--- config.mk ---
export PLATFORM = sky130hd
export DESIGN_NAME = sp_commit_arb
export DESIGN_NICKNAME = d
export VERILOG_FILES = /design/src/rtl/sp_commit_pkg.sv /design/src/rtl/sp_elig_calc.sv /design/src/rtl/sp_rr_pick.sv /design/src/rtl/sp_commit_arb.sv
export SDC_FILE = /design/constraint.sdc
export NUM_CORES = 1
export LEC_CHECK = 0
export BUFFER_PORTS_ARGS = -buffer_cell sky130_fd_sc_hd__buf_2
export CAP_MARGIN = 20
export CORE_MARGIN = 2
export CORE_UTILIZATION = 55
export DETAILED_ROUTE_END_ITERATION = 6
export PLACE_DENSITY = 0.82
export REMOVE_ABC_BUFFERS = 1
export SKIP_CTS_REPAIR_TIMING = 1
export SYNTH_ARGS = -nofsm -noshare
export SYNTH_HDL_FRONTEND = slang
export SYNTH_SLANG_ARGS = --single-unit
--- constraint.sdc ---
create_clock -name clk -period 8.52 [get_ports clk]
set_clock_uncertainty 0.15 [all_clocks]
set_input_delay 0.852 -clock clk [delete_from_list [all_inputs] [get_ports clk]]
set_output_delay 0.852 -clock clk [all_outputs]
set_load 0.005 [all_outputs]
--- src/rtl/sp_commit_pkg.sv ---
package sp_commit_pkg;
    localparam int unsigned DEF_N_REQ = 4;
    localparam int unsigned DEF_SEQ_W = 3;
    localparam int unsigned DEF_PH_W  = 4;

    // Next round-robin start after a winner at index idx among n requesters.
    function automatic int unsigned rr_after(input int unsigned idx, input int unsigned n);
        return (idx + 1 >= n) ? 0 : idx + 1;
    endfunction
endpackage

--- src/rtl/sp_elig_calc.sv ---
module sp_elig_calc #(
    parameter int unsigned N_REQ = 4,
    parameter int unsigned SEQ_W = 3,
    parameter int unsigned PH_W  = 4
) (
    input  logic [N_REQ-1:0]       req,
    input  logic [N_REQ*SEQ_W-1:0] seq,
    input  logic [N_REQ*PH_W-1:0]  phase,
    output logic [N_REQ-1:0]       elig
);
    for (genvar gi = 0; gi < N_REQ; gi++) begin : g_req
        logic blocked;
        always_comb begin
            blocked = 1'b0;
            for (int j = 0; j < N_REQ; j++) begin
                if (j != gi && req[j]
                    && seq[j*SEQ_W +: SEQ_W] == seq[gi*SEQ_W +: SEQ_W]
                    && phase[j*PH_W +: PH_W] < phase[gi*PH_W +: PH_W]) begin
                    blocked = 1'b1;
                end
            end
            elig[gi] = req[gi] && !blocked;
        end
    end
endmodule

--- src/rtl/sp_rr_pick.sv ---
module sp_rr_pick #(
    parameter int unsigned N_REQ = 4,
    localparam int unsigned IW = (N_REQ > 1) ? $clog2(N_REQ) : 1
) (
    input  logic [N_REQ-1:0] elig,
    input  logic [IW-1:0]    start,
    output logic [N_REQ-1:0] win_oh,
    output logic [IW-1:0]    win_idx,
    output logic             win_any
);
    always_comb begin
        win_oh  = '0;
        win_idx = '0;
        win_any = 1'b0;
        for (int off = 0; off < N_REQ; off++) begin
            int p;
            p = (int'(start) + off) % N_REQ;
            if (!win_any && elig[p]) begin
                win_any    = 1'b1;
                win_idx    = IW'(p);
                win_oh[p]  = 1'b1;
            end
        end
    end
endmodule

--- src/rtl/sp_commit_arb.sv ---
module sp_commit_arb
    import sp_commit_pkg::*;
#(
    parameter int unsigned N_REQ = DEF_N_REQ,
    parameter int unsigned SEQ_W = DEF_SEQ_W,
    parameter int unsigned PH_W  = DEF_PH_W
) (
    input  logic                   clk,
    input  logic                   rst_n,
    input  logic [N_REQ-1:0]       req_i,
    input  logic [N_REQ*SEQ_W-1:0] seq_i,
    input  logic [N_REQ*PH_W-1:0]  phase_i,
    input  logic [N_REQ-1:0]       eop_i,
    output logic [N_REQ-1:0]       gnt_o,
    output logic                   busy_o
);
    localparam int unsigned IW = (N_REQ > 1) ? $clog2(N_REQ) : 1;

    typedef struct packed {
        logic             busy;
        logic [N_REQ-1:0] gnt;
        logic [IW-1:0]    owner;
        logic [IW-1:0]    ptr;
    } arb_state_t;

    arb_state_t st_d, st_q;

    logic [N_REQ-1:0] elig;
    logic [N_REQ-1:0] win_oh;
    logic [IW-1:0]    win_idx;
    logic             win_any;

    sp_elig_calc #(.N_REQ(N_REQ), .SEQ_W(SEQ_W), .PH_W(PH_W)) u_elig (
        .req   (req_i),
        .seq   (seq_i),
        .phase (phase_i),
        .elig  (elig)
    );

    sp_rr_pick #(.N_REQ(N_REQ)) u_pick (
        .elig    (elig),
        .start   (st_q.ptr),
        .win_oh  (win_oh),
        .win_idx (win_idx),
        .win_any (win_any)
    );

    always_comb begin
        st_d = st_q;
        if (st_q.busy) begin
            if (eop_i[st_q.owner]) begin
                st_d.busy = 1'b0;
                st_d.gnt  = '0;
            end
        end else if (win_any) begin
            st_d.busy  = 1'b1;
            st_d.gnt   = win_oh;
            st_d.owner = win_idx;
            st_d.ptr   = IW'(rr_after(int'(win_idx), N_REQ));
        end
    end

    always_ff @(posedge clk or negedge rst_n) begin
        if (!rst_n) begin
            st_q <= '0;
        end else begin
            st_q <= st_d;
        end
    end

    assign gnt_o  = st_q.gnt;
    assign busy_o = st_q.busy;
endmodule

==> flow_metrics.tcl <==
set metrics [dict create \
    synth_xor_xnor_area_share 0.0975 \
    synth_top_cell_by_area "ha_1" \
    yosysWarnings 0 \
    syn_area_mm2 0.00171 \
    routed.top_layer "met3" \
    synth_area_leaders "ha_1 23%, dfrtp_1 13%, xor2_1 6.2%" \
    finalCritPeriodShare 0.433 \
    vias 1614 \
    critPathLaunchType "primary input" \
    layout_setup_ws_ns 4.83 \
    synth_fa_ha_area_frac 0.235 \
    boundaryPins 43 \
    utilization 0.648 \
    hold_viol 0 \
    synth_compound_area_frac 0.178 \
    antenna_found_initial 0 \
    slew_headroom 0.609 \
    period_needed_ns 3.69 \
    path_clk_slew_ns 0.06 \
    min_path_type "primary input to asynchronous set/reset pin" \
    avgSynthCellArea_um2 8.66 \
    met3WireLength_um 275 \
    p_leak_nw 0.998 \
    routedWlPerCell_um 14.2 \
    die-area_mm2 0.00356 \
    max_freq_ghz 0.271 \
    met1Wirelength_um 1850 \
    async_reset_ff_frac 1.00 \
    finalSetupViolCount 0 \
    r2r_slack_ns 5.47 \
    crit_fanout 7 \
    fp.coreArea_mm2 0.00300 \
    dp_hpwl_um 3400 \
    fill_cells 254 \
    synth_edf_count 0 \
    reg2reg_to "st_q[1]" \
    synth-simple-area-share 0.219 \
    muxShareOfSynthArea 0.0762 \
    dr.pass1.iters 4 \
    worstReg2RegStart "st_q[0]" \
    die_w_um 59.7 \
    cts-root-buf "clkbuf_4" \
    cts_buffers 3 \
    clk-insertion-delay-late_ns 0.26 \
    grt_setup_unrepaired "no" \
    grt_pass1_vias 1451 \
    status "complete, no violations" \
    crit_required_ns 8.52 \
    fp-row-count 20 \
    ir_drop_v 0.000104 \
    die_h_um 59.7 \
    drc_errors 0 \
    tns_ns 0 \
    synth.distinct_cells 45 \
    grt_use_total 0.239 \
    cp_data_arrival_time_ns 3.68 \
    rr_worst_depth 7 \
    routed_wl_um 3840 \
    place_ws_ns 4.60 \
    syn2layout_area_growth_pct 14.0 \
    worst_setup_path_end_kind "register" \
    wl_met2_um 1710 \
    drt_iter0_markers 60 \
    portBuffers 42 \
    synth_top_family_by_area "adder cells" \
    grt-ovfl-total 0 \
    synth_flop_cell "dfrtp_1" \
    clockBufferDepth 2 \
    start_util 0.568 \
    nets 308 \
    postRouteAntennaNets 0 \
    tritoncts "done" \
    synth_seq_cells 9 \
    yosysSeqAreaShare 0.132 \
    powerDensity_mw_per_mm2 191 \
    antenna_cells 0 \
    grt_pass1_wl_um 6470 \
    drive_above_1_share 0.249 \
    synth_top_area_share 0.235 \
    synthCells 197 \
    gp_congestion 0.848 \
    max_slew.worst_pin.slew_ns 0.583 \
    avgViaCountPerCell 5.98 \
    hold_ws_ns 0.273 \
    path_class "primary input to register" \
    ctsHtreeMaxLevel 1 \
    max_cap_viol_count 0 \
    drv_slew 0 \
    cts.sinks 9 \
    grt_max_degree 16 \
]
==> power by group <==
part	leakage [nW]	internal (W)	total, W	switching, W
clock	0.0150	0.0000181	0.0000337	0.0000156
combinational	0.872	0.000121	0.000256	0.000135
sequential	0.111	0.0000603	0.0000812	0.0000209
==> Yosys cell counts, types with 4 or more instances <==
| cell | instances |
|---|---|
| inv_1 | 17 |
| xor2_1 | 12 |
| buf_4 | 4 |
| nor2_1 | 12 |
| and3_1 | 6 |
| a211oi_1 | 5 |
| ha_1 | 32 |
| nor3_2 | 4 |
| nand2_1 | 8 |
| o21ai_0 | 6 |
| nor3_1 | 4 |
| a22oi_1 | 4 |
| nand4_1 | 10 |
| a2111o_1 | 4 |
| mux2i_1 | 4 |
| a21oi_1 | 10 |
| xnor2_1 | 7 |
| dfrtp_1 | 9 |
==> layout make-up <==
type / count / area (um^2) / area share
multi-input combinational: 164 / 1380 / 0.707
sequential: 9 / 225 / 0.116
timing repair buffer: 42 / 210 / 0.108
inverter: 18 / 67.6 / 0.0347
tap: 33 / 41.3 / 0.0212
clock buffer: 4 / 26.3 / 0.0135
==> critical path, stage by stage <==
cell,delay [ns]
buf_2,0.10
inv_1,0.13
ha_1,0.28
and4b_1,0.22
a211oi_2,0.22
a211oi_1,0.08
a211oi_1,0.43
mux4_2,0.44
nor2b_4,0.08
or3_1,0.39
and3_1,0.18
o31a_1,0.27
==> stage by stage <==
| step | total power (W) | instances | cell area (um^2) |
|---|---|---|---|
| after floorplan | 0.000272 | 191 | 1670 |
| after global placement | 0.000330 | 266 | 1920 |
| after detailed placement | 0.000337 | 266 | 1920 |
| after CTS | 0.000371 | 270 | 1950 |
| after global routing | 0.000413 | 270 | 1950 |
| final | 0.000371 | 270 | 1950 |
==> metal layers <==
metal | vias to the layer above | global-route usage
met5 | - | 0
met4 | 0 | 0
met3 | 0 | 0.0519
met2 | 58 | 0.376
met1 | 744 | 0.356
li1 | 812 | -
==> layout by cell type (no fill, tap or decap), types with 4 or more instances in the layout <==
cell	netlist	final
nand4_1	10	10
xor2_1	12	12
and3_1	6	6
xnor2_1	7	7
inv_1	17	17
a21oi_1	10	10
a211oi_1	5	5
dfrtp_1	9	9
a2111o_1	4	4
nor2_1	12	12
buf_2	1	42
nand2_1	8	8
ha_1	32	32
mux2i_1	4	4
a22oi_1	4	4
o21ai_0	6	6
nor3_2	4	4
nor3_1	4	4
==> worst max-delay path by stage <==
stage,slack (ns),to,start,cells past startpoint
finish,4.83,st_q[1],phase_i[1],12
global route,4.63,gnt_o[3],phase_i[1],12
CTS,4.87,st_q[1],phase_i[1],12
detailed placement,4.60,st_q[1],phase_i[1],12
global placement,4.68,st_q[1],phase_i[1],12
floorplan,4.88,st_q[1],phase_i[2],11
==> logic make-up (layout without fill, tap and decap cells) <==
kind of cell,count (synthesis),in the layout
and+or+nand+nor,62,62
DFF,9,9
buffers and inverters,24,64
xor gates and xnor gates,19,19
AOI/OAI and AO/OA,42,42
adders and majority gates,32,32
muxes,9,9
==> registers in the layout, summed over array words and instances (netlist names) <==
| register | flops |
|---|---|
| busy_o | 1 |
| st_q | 4 |
| gnt_o | 4 |
Note: power is estimated with default switching activity, not from simulation.
